--- config.mk ---
export PLATFORM = sky130hd
export DESIGN_NAME = trig_csr_bank
export DESIGN_NICKNAME = d
export VERILOG_FILES = /design/src/rtl/trig_pkg.sv /design/src/rtl/trig_csr_decode.sv /design/src/rtl/trig_slot.sv /design/src/rtl/trig_csr_bank.sv
export SDC_FILE = /design/constraint.sdc
export NUM_CORES = 1
export LEC_CHECK = 0
export BUFFER_PORTS_ARGS = -buffer_cell sky130_fd_sc_hd__buf_2
export CAP_MARGIN = 20
export CORE_MARGIN = 1
export CORE_UTILIZATION = 39
export CTS_CLUSTER_SIZE = 14
export DETAILED_ROUTE_END_ITERATION = 16
export GPL_ROUTABILITY_DRIVEN = 0
export PLACE_DENSITY = 0.85
export SYNTH_ARGS = -nofsm -noshare
export SYNTH_HDL_FRONTEND = slang
export SYNTH_SLANG_ARGS = --single-unit
export TNS_END_PERCENT = 20
--- constraint.sdc ---
create_clock -name clk -period 3.86 [get_ports clk]
set_clock_uncertainty 0.05 [all_clocks]
set_input_delay 0.772 -clock clk [delete_from_list [all_inputs] [get_ports clk]]
set_output_delay 0.772 -clock clk [all_outputs]
set_load 0.03 [all_outputs]
--- src/rtl/trig_pkg.sv ---
`timescale 1ns/1ps
package trig_pkg;
  localparam int XLEN = 32;

  localparam logic [11:0] ADDR_SELECT = 12'h7A0;
  localparam logic [11:0] ADDR_DATA1  = 12'h7A1;
  localparam logic [11:0] ADDR_INFO   = 12'h7A4;

  localparam int KIND_LSB   = 28;
  localparam int DMODE_BIT  = 27;
  localparam int HIT_BIT    = 20;
  localparam int ACTION_LSB = 12;

  localparam logic [3:0] KIND_ADDR_MATCH = 4'd2;
  localparam logic [3:0] ACT_BREAK       = 4'd0;
  localparam logic [3:0] ACT_DEBUG       = 4'd1;

  localparam logic [XLEN-1:0] INFO_SUPPORTED = XLEN'(1) << KIND_ADDR_MATCH;
  localparam logic [XLEN-1:0] INFO_MISSING   = XLEN'(1);

  typedef struct packed {
    logic       dmode;
    logic       hit;
    logic [3:0] action;
  } trig_cfg_t;

  function automatic logic [3:0] legal_action(input logic [3:0] req, input logic dmode);
    return (req == ACT_DEBUG && dmode) ? ACT_DEBUG : ACT_BREAK;
  endfunction

  function automatic logic [XLEN-1:0] data1_image(input trig_cfg_t c);
    logic [XLEN-1:0] v;
    v = '0;
    v[KIND_LSB +: 4]   = KIND_ADDR_MATCH;
    v[DMODE_BIT]       = c.dmode;
    v[HIT_BIT]         = c.hit;
    v[ACTION_LSB +: 4] = c.action;
    return v;
  endfunction
endpackage

--- src/rtl/trig_csr_decode.sv ---
`timescale 1ns/1ps
module trig_csr_decode
  import trig_pkg::*;
(
  input  logic        csr_en,
  input  logic [11:0] csr_addr,
  input  logic        bank_present,
  output logic        sel_sel,
  output logic        sel_data1,
  output logic        sel_info,
  output logic        illegal
);
  logic in_bank;

  always_comb begin
    in_bank   = (csr_addr == ADDR_SELECT) || (csr_addr == ADDR_DATA1) ||
                (csr_addr == ADDR_INFO);
    sel_sel   = csr_en && bank_present && (csr_addr == ADDR_SELECT);
    sel_data1 = csr_en && bank_present && (csr_addr == ADDR_DATA1);
    sel_info  = csr_en && bank_present && (csr_addr == ADDR_INFO);
    illegal   = csr_en && !bank_present && in_bank;
  end
endmodule

--- src/rtl/trig_slot.sv ---
`timescale 1ns/1ps
module trig_slot
  import trig_pkg::*;
(
  input  logic            clk,
  input  logic            rst_n,
  input  logic            wr_en_i,
  input  logic [XLEN-1:0] wdata_i,
  input  logic            dbg_i,
  input  logic            hit_set_i,
  output trig_cfg_t       cfg_o
);
  trig_cfg_t cfg_q;
  logic      accept;
  logic      new_dmode;
  logic      unused_ok;

  assign unused_ok = ^wdata_i;
  assign accept    = wr_en_i && (!cfg_q.dmode || dbg_i);
  assign new_dmode = dbg_i ? wdata_i[DMODE_BIT] : 1'b0;

  always_ff @(posedge clk or negedge rst_n) begin
    if (!rst_n) begin
      cfg_q <= '0;
    end else if (accept) begin
      cfg_q.dmode  <= new_dmode;
      cfg_q.action <= legal_action(wdata_i[ACTION_LSB +: 4], new_dmode);
      cfg_q.hit    <= wdata_i[HIT_BIT] | hit_set_i;
    end else if (hit_set_i) begin
      cfg_q.hit <= 1'b1;
    end
  end

  assign cfg_o = cfg_q;

  a_r6_action_legal: assert property (@(posedge clk) disable iff (!rst_n)
    cfg_q.action == ACT_BREAK || cfg_q.action == ACT_DEBUG);

  a_r7_debug_needs_dmode: assert property (@(posedge clk) disable iff (!rst_n)
    cfg_q.action == ACT_DEBUG |-> cfg_q.dmode);

  a_r9_locked_outside_debug: assert property (@(posedge clk) disable iff (!rst_n)
    (cfg_q.dmode && !dbg_i) |=> ($stable(cfg_q.action) && $stable(cfg_q.dmode)));

  a_r5_untouched_without_write: assert property (@(posedge clk) disable iff (!rst_n)
    !wr_en_i |=> ($stable(cfg_q.action) && $stable(cfg_q.dmode)));

  a_r10_hit_sets: assert property (@(posedge clk) disable iff (!rst_n)
    hit_set_i |=> cfg_q.hit);
endmodule

--- src/rtl/trig_csr_bank.sv ---
`timescale 1ns/1ps
module trig_csr_bank
  import trig_pkg::*;
#(
  parameter int NUM_TRIG = 4
) (
  input  logic                  clk,
  input  logic                  rst_n,
  input  logic                  bank_present,
  input  logic                  debug_mode,
  input  logic                  csr_en,
  input  logic                  csr_we,
  input  logic [11:0]           csr_addr,
  input  logic [XLEN-1:0]       csr_wdata,
  output logic [XLEN-1:0]       csr_rdata,
  output logic                  csr_illegal,
  input  logic [NUM_TRIG-1:0]   match_hit,
  output logic [4*NUM_TRIG-1:0] cfg_action,
  output logic [NUM_TRIG-1:0]   cfg_dmode,
  output logic [NUM_TRIG-1:0]   cfg_hit
);
  localparam int SEL_W = (NUM_TRIG > 1) ? $clog2(NUM_TRIG) : 1;
  localparam int SLOTS = 1 << SEL_W;
  localparam logic [SEL_W:0] COUNT = (SEL_W + 1)'(NUM_TRIG);

  logic             dec_sel, dec_data1, dec_info;
  logic [SEL_W-1:0] sel_q;
  logic             sel_exists;
  logic [XLEN-1:0]  img [SLOTS];

  trig_csr_decode u_decode (
    .csr_en       (csr_en),
    .csr_addr     (csr_addr),
    .bank_present (bank_present),
    .sel_sel      (dec_sel),
    .sel_data1    (dec_data1),
    .sel_info     (dec_info),
    .illegal      (csr_illegal)
  );

  always_ff @(posedge clk or negedge rst_n) begin
    if (!rst_n) sel_q <= '0;
    else if (dec_sel && csr_we) sel_q <= csr_wdata[SEL_W-1:0];
  end

  assign sel_exists = ({1'b0, sel_q} < COUNT);

  for (genvar g = 0; g < SLOTS; g++) begin : g_slot
    if (g < NUM_TRIG) begin : g_real
      trig_cfg_t cfg;
      trig_slot u_slot (
        .clk       (clk),
        .rst_n     (rst_n),
        .wr_en_i   (dec_data1 && csr_we && (sel_q == SEL_W'(g))),
        .wdata_i   (csr_wdata),
        .dbg_i     (debug_mode),
        .hit_set_i (match_hit[g]),
        .cfg_o     (cfg)
      );
      assign img[g]            = data1_image(cfg);
      assign cfg_action[4*g +: 4] = cfg.action;
      assign cfg_dmode[g]      = cfg.dmode;
      assign cfg_hit[g]        = cfg.hit;
    end else begin : g_empty
      assign img[g] = '0;
    end
  end

  always_comb begin
    csr_rdata = '0;
    if (dec_sel)
      csr_rdata = XLEN'(sel_q);
    else if (dec_data1)
      csr_rdata = sel_exists ? img[sel_q] : '0;
    else if (dec_info)
      csr_rdata = sel_exists ? INFO_SUPPORTED : INFO_MISSING;
  end

  a_r11_absent_flags: assert property (@(posedge clk) disable iff (!rst_n)
    (csr_en && !bank_present &&
     (csr_addr == ADDR_SELECT || csr_addr == ADDR_DATA1 || csr_addr == ADDR_INFO))
    |-> (csr_illegal && csr_rdata == '0));

  a_r2_select_truncates: assert property (@(posedge clk) disable iff (!rst_n)
    (csr_en && csr_we && bank_present && csr_addr == ADDR_SELECT)
    |=> sel_q == $past(csr_wdata[SEL_W-1:0]));

  a_r4_missing_info: assert property (@(posedge clk) disable iff (!rst_n)
    (csr_en && bank_present && csr_addr == ADDR_INFO && !sel_exists)
    |-> csr_rdata == INFO_MISSING);
endmodule

* After elaboration in Yosys (flattened, before gate mapping)
Cells that the tools add are included.
** Operators by class
- Magnitude comparators :: 1
- Equality and inequality tests :: 7
- Muxes and demuxes :: 16
- Bitwise gates (word level) :: 5
- Reductions and logical operators :: 33
** Operators with widths (number)
- 32-bit two-way mux :: 4
- 32-bit binary-select mux with 2-bit select :: 1
- 12-bit by 11-bit equality test with 1-bit output (second input constant) :: 3
- 1-bit logical AND :: 17
- 1-bit two-way mux :: 10
- 2-bit nonzero test :: 4
- 1-bit logical OR :: 6
- 1-bit zero test :: 5
- 2-bit equality test (second input constant) :: 2
- 4-bit by 1-bit equality test with 1-bit output (second input constant) :: 1
- 1-bit OR :: 4
- 3-bit >= comparator (second input constant) :: 1
- 3-bit two-way mux :: 1
- 2-bit NOT with 3-bit output :: 1
- 2-bit by 1-bit equality test with 1-bit output (second input constant) :: 1
- 2-bit zero test :: 1
** Storage, ports and cells
- Register bits :: 26
- Input bits :: 54
- Logic and storage cells :: 75

* Longest topological paths before layout
- Word-level depth :: 6
- Depth in mapped cells :: 5
- Depth with buffers taken out :: 4

* Modules after synthesis
A second synthesis with hierarchy kept.
** Second synthesis, totals
- Cell total of the unflattened synthesis :: 142
- Area, all modules :: 1252.5 um^2
** Modules (own cells, without submodules)
- trig_slot :: times used 4, cells an instance 17, area each 163.9 um^2, sequential area each 75.1 um^2
- trig_csr_bank :: times used 1, cells an instance 62, area each 493.0 um^2, sequential area each 50.0 um^2
- trig_csr_decode :: times used 1, cells an instance 12, area each 103.8 um^2, sequential area each 0.0 um^2

* Worst setup path after synthesis
OpenSTA, ideal clock, no wires.
- Kind :: input to output
- Start :: input port csr_addr[6]
- End :: output port csr_illegal
- Data arrival time :: 3013 ps
- Data required time :: 3038 ps
- Path slack :: 25 ps
- Stages :: 3
- Cells stage by stage :: nand4bb_1 or4_1 a2111oi_0
** On the way
- Longest elaborated chain between the ends :: 4
** Ends and longest elaborated chain
- from (decl) :: line trig_csr_bank.sv:13 : input logic [11:0] csr_addr,
- 12-bit by 11-bit equality test with 1-bit output :: line trig_csr_decode.sv:16 : in_bank = (csr_addr == ADDR_SELECT) || (csr_addr == ADDR_DATA1) ||
- 1-bit logical OR :: line trig_csr_decode.sv:16
- 1-bit logical OR * :: line trig_csr_decode.sv:16
- 1-bit logical AND * :: line trig_csr_decode.sv:21 : illegal = csr_en && !bank_present && in_bank;
- to (decl) :: line trig_csr_bank.sv:16 : output logic csr_illegal,
Mark *: on every way between the ends. The rest lies on a longest branch, timed or not.

* Worst setup path after layout
- Start :: input port csr_addr[6]
- End :: output port csr_rdata[20]
** On the way
- Longest elaborated chain between the ends :: 4
** Ends and longest elaborated chain
- 12-bit by 11-bit equality test with 1-bit output :: line trig_csr_decode.sv:19 : sel_data1 = csr_en && bank_present && (csr_addr == ADDR_DATA1);
- 1-bit logical AND :: line trig_csr_decode.sv:19
- 32-bit two-way mux :: line trig_csr_bank.sv:73 : else if (dec_data1)
- 32-bit two-way mux * :: line trig_csr_bank.sv:71 : if (dec_sel)
- to (decl) :: line trig_csr_bank.sv:15 : output logic [XLEN-1:0] csr_rdata,
Marks and branches as above.

==> metrics.md <==
| Metric | Value |
|---|---|
| CTS tree | done |
| Clk slew on worst S/H paths | 0.09 ns |
| CP max FO | 4 |
| Met1 Use GR | 16.96% |
| Vias per cell | 4.706 |
| Gr busiest metal | met2 |
| Power per cell area | 249.8 mW/mm^2 |
| Layout cell share with drive strength beyond 1 | 39.41% |
| GRT overflow | 0 |
| Slew headroom | 54.83% |
| CP Data Arrival Time | 2.51 ns |
| Die Ht | 56.33 um |
| Total power | between 0.0003 and 0.0004 W |
| Final setup fails | 0 |
| Hold Crit Class | in2async |
| Die area | 0.003173 sq mm |
| Final Hold Viols | 0 |
| Cts repair resizes | 0 |
| Routed Wire Length | 2.249 mm |
| CTS Buf Count | 3 |
| Fin crit share | 86.27% |
| Detail Route Antenna Nets | 0 |
| Leak | approximately 0.72 nW |
| Wirelength per Cell | 11.19 um |
| Number of I/O port buffers | 49 |
| Worst endpoint required time | ~3.0 ns |
| Yosys top cell area share | 30.43% |
| RSZ-0062 raised after global routing | no |
| Synth Register Bits | 14 |
| Post-CTS setup buffer count | 0 |
| Via count | 946 |
| Die X | 56.33 um |
| DR DRC count | 0 |
| Count leader, synth | buf_4 |
| Synth cell types | 33 |
| Mean Syn Cell Area | 9.593 sq um |
| Cts hold-fix bufs | 0 |
| Synth Instances | between 100 and 150 |
| Synth area leaders | dfrtp_1 30%, buf_4 24%, mux2_2 7.8% |
| Hpwl dp | 1.872 mm |
| Ant. Diodes | 0 |
| DRT Pass-1 Iters | 4 |
| Initial DRC Count | 14 |
| Asr flop ratio synth | 100.0% |
| Crit start category | input pin |
| Nets@finish | 225 |
| CTS Root Cell | clkbuf_4 |
| Max Cap Violations | 0 |
| Kind of critical path | in2out |
| Status | complete, no violations |
| H-tree levels | 1 |
| Max Slew Vio Count | 0 |
| Row count | 19 |
| IO Pins | 111 |
| Fin crit period | 3.330 ns |
| Layout area overhead | 14.78% |
| Peak VDD IR | 0.0001690 V |
| Worst-Margin Slew | 0.6714 ns |
| FMAX | 300.3 MHz |
| Pin count of the biggest net entering global routing | 15 |
| Synth Flop Type | dfrtp_1 |
| Setup TNS | 0 ns |
| Clock latency on the worst-skew pair | 0.29 ns |
| Number of synthesized flops with an enable pin | 0 |
| Total GRT Usage | 14.93% |
| Post-Syn Area | ~0.0012 sq mm |
| Antenna violations before repair | 0 |
| Synth area leader | dfrtp_1 |
| Yosys Warn Count | 0 |
| CTS Sinks | 14 |
| Initial Utilization | 41.39% |
| Seq/Total Area, Yosys | between 30% and 40% |
| Clk buf depth | 2 |
| Setup crit end kind | output pin |
| First-pass GRT wire length | 3.732 mm |
| Filler instances | 275 |
| Synth top cells by count | 37 x buf_4, 14 x dfrtp_1, 8 x mux2_2 |
| Core ar. | between 0.002 and 0.003 sq mm |
| Global routing usage on met2 | 27.55% |
| Met3 Use GR | 3.226% |
| Number of global-route vias before repair | 887 |
kinds of logic (layout without fill, tap and decap cells):
kind of cell / count (synthesis) / after routing / share of synthesized area, %
other cells: 1 / 37 / 0.3258
compound gates: 9 / 9 / 5.000
simple gates: 37 / 37 / 20.43
buf+inv: 44 / 58 / 26.41
mux: 15 / 15 / 17.39
flops: 14 / 14 / 30.44
sequential cells by signal, summed over array words and instances, names as in the netlist:
register                    count
g_slot.g_real.u_slot.cfg_o     12
sel_q                           2
where the power goes:
part	switching (W)	total [W]	leakage [nW]	internal, W
Combinational	0.0000610	0.0000750	0.528	0.0000140
Sequential	0.0000000962	0.000147	0.175	0.000147
Clock	0.0000509	0.000108	0.0210	0.0000575
cells in the final DEF, fill, tap and decap left out, types with 2 or more instances in the layout:
cell type,instances
nor2b_1,4
mux2_2,8
dfrtp_1,14
clkbuf_4,3
and2_1,2
nor2_1,6
mux2_1,2
mux2i_1,2
inv_1,5
or3_1,2
nand2_1,4
mux4_2,3
a21oi_1,5
nand4_1,2
a2111oi_0,2
buf_2,49
conb_1,37
nand3_1,2
nor4_1,3
area by class of cell:
class | instances | area (sq um) | area share [%]
clock buffers | 4 | 36.28 | 2.746
multi-input cells | 98 | 631.9 | 47.82
flip-flops and latches | 14 | 350.3 | 26.52
inverters | 5 | 18.77 | 1.420
repair buffers | 49 | 245.2 | 18.56
well taps | 31 | 38.79 | 2.936
metrics by stage:
| step | setup WS [ns] | util (%) | hold WS (ns) | area, sq um | std cells |
|---|---|---|---|---|---|
| 4_1_cts | 0.5237 | 47.50 | 0.3261 | 1321 | 201 |
| 2_1_floorplan | 0.02509 | - | 0.4264 | 1286 | 156 |
| 6_report | 0.5300 | 47.50 | 0.3110 | 1321 | 201 |
| 5_1_grt | 0.4603 | 47.50 | 0.3342 | 1321 | 201 |
| 3_3_place_gp | 0.5430 | 46.20 | 0.4454 | 1285 | 197 |
| 3_5_place_dp | 0.5517 | 46.20 | 0.4629 | 1285 | 197 |
final timing paths:
check / slack, ns / from / depth (start not counted) / to
worst max-delay path: 0.53 / csr_addr[6] / 6 / csr_rdata[20]
worst min-delay path: 0.31 / rst_n / 1 / sel_q[1]
worst max register to register: 2.23 / sel_q[0] / 3 / g_slot[0].g_real.u_slot.cfg_o[0]
worst min register to register: 0.48 / g_slot[1].g_real.u_slot.cfg_o[0] / 1 / g_slot[1].g_real.u_slot.cfg_o[0]
max in group asynchronous: 3.20 / rst_n / 1 / g_slot[0].g_real.u_slot.cfg_o[5]
min in group clk: 0.48 / g_slot[1].g_real.u_slot.cfg_o[0] / 1 / g_slot[1].g_real.u_slot.cfg_o[0]
worst max-delay path, cell delays in order:
cell	delay, ns
buf_2	0.09
nand4bb_1	0.25
or4_1	0.56
or3_1	0.45
nor2b_1	0.17
buf_2	0.22
metal layers:
metal / part of all wire [%] / vias to the layer above
met3: 5.6 / 5
met1: 36 / 447
met5: 0 / -
li1: - / 447
met4: 2.0 / 0
met2: 57 / 47
Power figures use the tool's default switching activity.
